--- config.mk ---
export PLATFORM = sky130hd
export DESIGN_NAME = idx_byte_bridge
export DESIGN_NICKNAME = d
export VERILOG_FILES = /design/src/rtl/idx_byte_bridge.sv
export SDC_FILE = /design/constraint.sdc
export NUM_CORES = 2
export LEC_CHECK = 0
export CAP_MARGIN = 20
export CORE_MARGIN = 2
export CORE_UTILIZATION = 30
export DETAILED_ROUTE_END_ITERATION = 10
export PLACE_DENSITY_LB_ADDON = 0.1
export SLEW_MARGIN = 20
export SYNTH_ARGS = -nofsm -noshare
export SYNTH_HDL_FRONTEND = slang
export SYNTH_SLANG_ARGS = --single-unit
--- constraint.sdc ---
create_clock -name clk -period 5.9 [get_ports clk]
set_clock_uncertainty 0.15 [all_clocks]
set_input_delay 1.18 -clock clk [delete_from_list [all_inputs] [get_ports clk]]
set_output_delay 1.18 -clock clk [all_outputs]
set_load 0.1 [all_outputs]
--- src/rtl/idx_byte_bridge.sv ---
module idx_byte_bridge #(
  parameter int LATENCY = 4
) (
  input  logic        clk,
  input  logic        rst_n,
  input  logic        host_we,
  input  logic [16:0] host_wcmd,
  output logic [31:0] host_rdata
);
  localparam int CW = (LATENCY > 1) ? $clog2(LATENCY) : 1;
  localparam int DEPTH = 256;

  logic [7:0]    bank [DEPTH];
  logic [7:0]    cmd_addr, cmd_data, rd_q;
  logic          cmd_we, busy;
  logic [CW-1:0] cnt;

  wire accept = host_we & ~busy;
  wire done   = busy & (cnt == '0);

  always_ff @(posedge clk) begin
    if (!rst_n) begin
      cmd_addr <= '0;
      cmd_data <= '0;
      cmd_we   <= 1'b0;
      busy     <= 1'b0;
      cnt      <= '0;
      rd_q     <= '0;
    end else if (accept) begin
      cmd_addr <= host_wcmd[7:0];
      cmd_data <= host_wcmd[15:8];
      cmd_we   <= host_wcmd[16];
      busy     <= 1'b1;
      cnt      <= CW'(LATENCY - 1);
    end else if (done) begin
      busy <= 1'b0;
      if (!cmd_we) rd_q <= bank[cmd_addr];
    end else if (busy) begin
      cnt <= cnt - 1'b1;
    end
  end

  always_ff @(posedge clk) begin
    if (!rst_n) begin
      for (int i = 0; i < DEPTH; i++) bank[i] <= '0;
    end else if (done && cmd_we) begin
      bank[cmd_addr] <= cmd_data;
    end
  end

  assign host_rdata = {rd_q, busy, 6'b0, cmd_we, cmd_data, cmd_addr};
endmodule

==> report_table.html <==
<table>
<tr><th>Metric</th><th>Value</th></tr>
<tr><th colspan="2">Run status</th></tr>
<tr><td>Outcome</td><td>finished, final reports clean</td></tr>
<tr><th colspan="2">Place</th></tr>
<tr><td>Total half-perimeter wirelength after legalization and detailed placement</td><td>a little over 200 mm</td></tr>
<tr><td>Placement Setup Slack</td><td>1460 ps</td></tr>
<tr><td>Final weighted congestion in routability-driven placement</td><td>0.769</td></tr>
<tr><td>Total of buffers placed on input and output ports</td><td>45</td></tr>
<tr><td>Instance area at placement</td><td>slightly above 100000 um^2</td></tr>
<tr><td>Number of placed instances, taps included</td><td>10500</td></tr>
<tr><th colspan="2">Clocking</th></tr>
<tr><td>Number of buffers inserted by hold repair at cts</td><td>0</td></tr>
<tr><td>CTS Buffer Depth</td><td>4</td></tr>
<tr><td>Setup repair bufs after CTS</td><td>0</td></tr>
<tr><td>Count of instances resized after the clock tree is built</td><td>0</td></tr>
<tr><td>CTS tree</td><td>done</td></tr>
<tr><td>Clock tree sinks</td><td>2076</td></tr>
<tr><td>Number of H-tree levels</td><td>4</td></tr>
<tr><td>Clock transition at the registers of the reported paths</td><td>about 60 ps</td></tr>
<tr><td>Clk root buf</td><td>clkbuf_16</td></tr>
<tr><td>Worst-Skew Late Latency</td><td>between 900 and 1000 ps</td></tr>
<tr><td>Inserted Clock Buffers</td><td>roughly 240</td></tr>
<tr><th colspan="2">Die</th></tr>
<tr><td>Die height</td><td>about 570 um</td></tr>
<tr><td>Initial Utilization</td><td>between 30% and 40%</td></tr>
<tr><td>Number of I/O pins</td><td>52</td></tr>
<tr><td>Core Box Area</td><td>between 300000 and 400000 um^2</td></tr>
<tr><td>Die width</td><td>573 um</td></tr>
<tr><td>Site Rows</td><td>roughly 210</td></tr>
<tr><td>Die Area</td><td>329000 um^2</td></tr>
<tr><th colspan="2">STA</th></tr>
<tr><td>Hold WS</td><td>slightly below 400 ps</td></tr>
<tr><td>Setup total negative slack</td><td>0 ps</td></tr>
<tr><td>Worst Setup Slack, final</td><td>slightly below 1000 ps</td></tr>
<tr><td>Minimum clock period</td><td>approximately 4900 ps</td></tr>
<tr><td>Max Clock Freq</td><td>204 MHz</td></tr>
<tr><td>RSZ-0062 raised after global routing</td><td>false</td></tr>
<tr><td>Transition time at the pin with the least slew margin</td><td>around 1200 ps</td></tr>
<tr><td>Relative slew slack</td><td>a little under a fifth</td></tr>
<tr><td>Setup Viol. Count Final</td><td>0</td></tr>
<tr><td>Final hold vios</td><td>0</td></tr>
<tr><td>Part of the cycle the worst path needs</td><td>between 80% and 90%</td></tr>
<tr><td>Pins over their slew limit</td><td>0</td></tr>
<tr><th colspan="2">Critical path</th></tr>
<tr><td>Slowest stage cell, crit path</td><td>clkdlybuf4s50_1</td></tr>
<tr><td>Kind of end point of the critical path</td><td>primary output</td></tr>
<tr><td>Signal arrival time at the worst endpoint</td><td>~3600 ps</td></tr>
<tr><td>Cell family with the largest share of critical-path delay</td><td>buffers and inverters</td></tr>
<tr><td>Critical path class</td><td>flip-flop to primary output</td></tr>
<tr><td>CP Launch Type</td><td>flip-flop</td></tr>
<tr><td>Critical path, cell by cell</td><td>buf_12 -&gt; clkdlybuf4s50_1</td></tr>
<tr><td>Critical path fanouts, max</td><td>68</td></tr>
<tr><td>CP bufs+invs</td><td>2</td></tr>
<tr><td>Delay of the slowest cell on the worst path</td><td>roughly 1300 ps</td></tr>
<tr><td>Data required time at the worst endpoint</td><td>around 4600 ps</td></tr>
<tr><th colspan="2">Drt</th></tr>
<tr><td>Number of DRC markers after the initial detailed-route iteration</td><td>5641</td></tr>
<tr><td>Routed wirelength normalized by instance count</td><td>around 31 um</td></tr>
<tr><td>Average vias per placed instance</td><td>around 5.3</td></tr>
<tr><td>ANT nets after route</td><td>0</td></tr>
<tr><td>Total vias in the final route</td><td>roughly 58000</td></tr>
<tr><td>Number of iterations in the first detailed-routing pass</td><td>6</td></tr>
<tr><td>WL final</td><td>~340 mm</td></tr>
<tr><td>Drc violations</td><td>0</td></tr>
<tr><th colspan="2">Hold path</th></tr>
<tr><td>Min-delay worst type</td><td>flip-flop to flip-flop</td></tr>
<tr><th colspan="2">Global route</th></tr>
<tr><td>Via count of the first global-routing pass</td><td>59200</td></tr>
<tr><td>Grt total ovfl</td><td>0</td></tr>
<tr><td>Total track usage</td><td>20.3%</td></tr>
<tr><td>Initial antenna violation count</td><td>26</td></tr>
<tr><td>First-pass GRT wire length</td><td>between 400 and 500 mm</td></tr>
<tr><td>Maximum number of pins on one net before global-route repair</td><td>~160</td></tr>
<tr><th colspan="2">Logic synthesis</th></tr>
<tr><td>Synth async-reset ratio</td><td>0%</td></tr>
<tr><td>Area of the mapped netlist</td><td>about 97000 um^2</td></tr>
<tr><td>Unique cell type count in the Yosys netlist</td><td>69</td></tr>
<tr><td>Cell count after synthesis</td><td>6805</td></tr>
<tr><td>Post-synthesis average cell area</td><td>about 14 um^2</td></tr>
<tr><td>Count of flip-flops with a built-in enable after synthesis</td><td>2048</td></tr>
<tr><td>Post-synthesis register bit count</td><td>around 2100</td></tr>
<tr><td>Proportion of synthesized chip area in sequential cells</td><td>63.8%</td></tr>
<tr><td>Count of warnings emitted by yosys</td><td>0</td></tr>
<tr><td>Most used flip-flop cell after synthesis</td><td>edfxtp_1</td></tr>
<tr><th colspan="2">Cells and area</th></tr>
<tr><td>Total Nets Final</td><td>about 6500</td></tr>
<tr><td>Share of the core filled with cells in the final layout</td><td>approximately a third</td></tr>
<tr><td>Ratio of cells with drive above 1 in the final layout</td><td>between 15 and 20%</td></tr>
<tr><td>Final std cells w/o fill</td><td>11000</td></tr>
<tr><td>Area of all placed cells without fillers</td><td>around 110000 um^2</td></tr>
<tr><td>Most common library cell in the layout ignoring fill and taps</td><td>edfxtp_1</td></tr>
<tr><td>Area added between synthesis and finish</td><td>12.8%</td></tr>
<tr><td>Commonest cells after routing, fill and taps aside</td><td>edfxtp_1, and3_1, nand2_1</td></tr>
<tr><th colspan="2">Pwr</th></tr>
<tr><td>Pwr/cell area</td><td>between 300 and 400 nW/um^2</td></tr>
<tr><td>Power consumption</td><td>34.4 mW</td></tr>
<tr><td>Worst ir drop on vdd</td><td>between 0.2 and 0.25 mV</td></tr>
<tr><td>Leakage power summed over all cells</td><td>44.2 nW</td></tr>
<tr><th colspan="2">Flow run</th></tr>
<tr><td>Reported max-cap violation count</td><td>0</td></tr>
</table>
## where the power goes
part / switching [mW] / leakage (nW) / internal, mW
Clock: 6.40 / 3.70 / 8.39
Combinational: 1.93 / 19.1 / 0.824
Sequential: 0.264 / 21.4 / 16.6
Total: 8.59 / 44.2 / 25.9
## final cells by class
class,instances,area [um^2]
multi-input combinational,3802,31500
antenna,12,30.0
fill,31000,214000
tap,4325,5410
clock inverter,128,1150
clock buffer,314,6400
timing repair buffer,302,3140
inverter,7,31.3
sequential,2076,62100
## sequential cells by signal, summed over array words and instances, names as in the netlist
register,flops
cnt,2
cmd_addr,8
cmd_data,8
bank,2048
busy,1
rd_q,8
cmd_we,1
## Yosys cell counts, drive strengths merged (2+ instances only)
master	instances	share of area [%]
edfxtp	2048	63
and3	1945	13
clkbuf	740	2.9
nand2	633	2.4
mux4	510	12
buf	185	1.3
mux2i	159	1.6
and2	110	0.71
a22oi	58	0.45
nor2	56	0.23
o21ai	48	0.25
a21oi	31	0.16
dfxtp	28	0.58
a31oi	27	0.17
o22ai	20	0.13
a21boi	19	0.15
nor3	18	0.11
a221oi	17	0.15
nand3	16	0.082
nor2b	15	0.096
nand2b	14	0.090
mux2	11	0.13
a211oi	10	0.077
nand4	10	0.071
a32oi	9	0.081
o2111ai	7	0.063
inv	6	0.023
o211ai	5	0.044
o221ai	5	0.045
nor4	4	0.026
o311a	4	0.041
or4	4	0.031
a221o	3	0.031
a22o	3	0.027
a32o	2	0.021
and4	2	0.018
o31ai	2	0.015
or2	2	0.013
## worst paths after layout
kind                                          startpoint              endpoint  slack (ps)  depth (start not counted)
worst max register to register  cmd_addr[0]$_SDFFE_PN0P_  rd_q[0]$_SDFFE_PN0P_        1680                          7
worst max-delay path            cmd_addr[0]$_SDFFE_PN0P_         host_rdata[0]         990                          2
worst min-delay path                 cnt[1]$_SDFFE_PN0P_   cnt[1]$_SDFFE_PN0P_         400                          1
worst min register to register       cnt[1]$_SDFFE_PN0P_   cnt[1]$_SDFFE_PN0P_         400                          1
## worst reg2reg max path, delay by kind of cell (launching register included)
kind,cells,cell delay [ps]
compound gates,4,1260
buf+inv,1,530
flops,1,800
mux,2,1330
## logic make-up (layout without fill, tap and decap cells)
kind of cell / after synthesis / in the layout / synth area share, %
AO/OA/AOI/OAI: 279 / 279 / 1.98
XOR/XNOR: 1 / 1 / 0.00900
adder cells (fa/ha/maj): 1 / 1 / 0.0129
buffers and inverters: 932 / 751 / 4.15
flip-flops: 2076 / 2076 / 63.8
multiplexers: 680 / 680 / 13.6
other: 1 / 18 / 0.00385
AND/OR/NAND/NOR: 2835 / 2835 / 16.5
## routing by layer
metal | part of all wire, % | vias up | routed length (um) | track usage, %
li1 | - | 25400 | - | -
met1 | 44 | 30900 | 150000 | 27.8
met2 | 49 | 1410 | 168000 | 34.2
met3 | 4.5 | 364 | 15400 | 2.62
met4 | 2.1 | 4 | 7300 | 4.36
met5 | 0.0079 | - | 27 | 0
(Power assumes the default switching activity.)
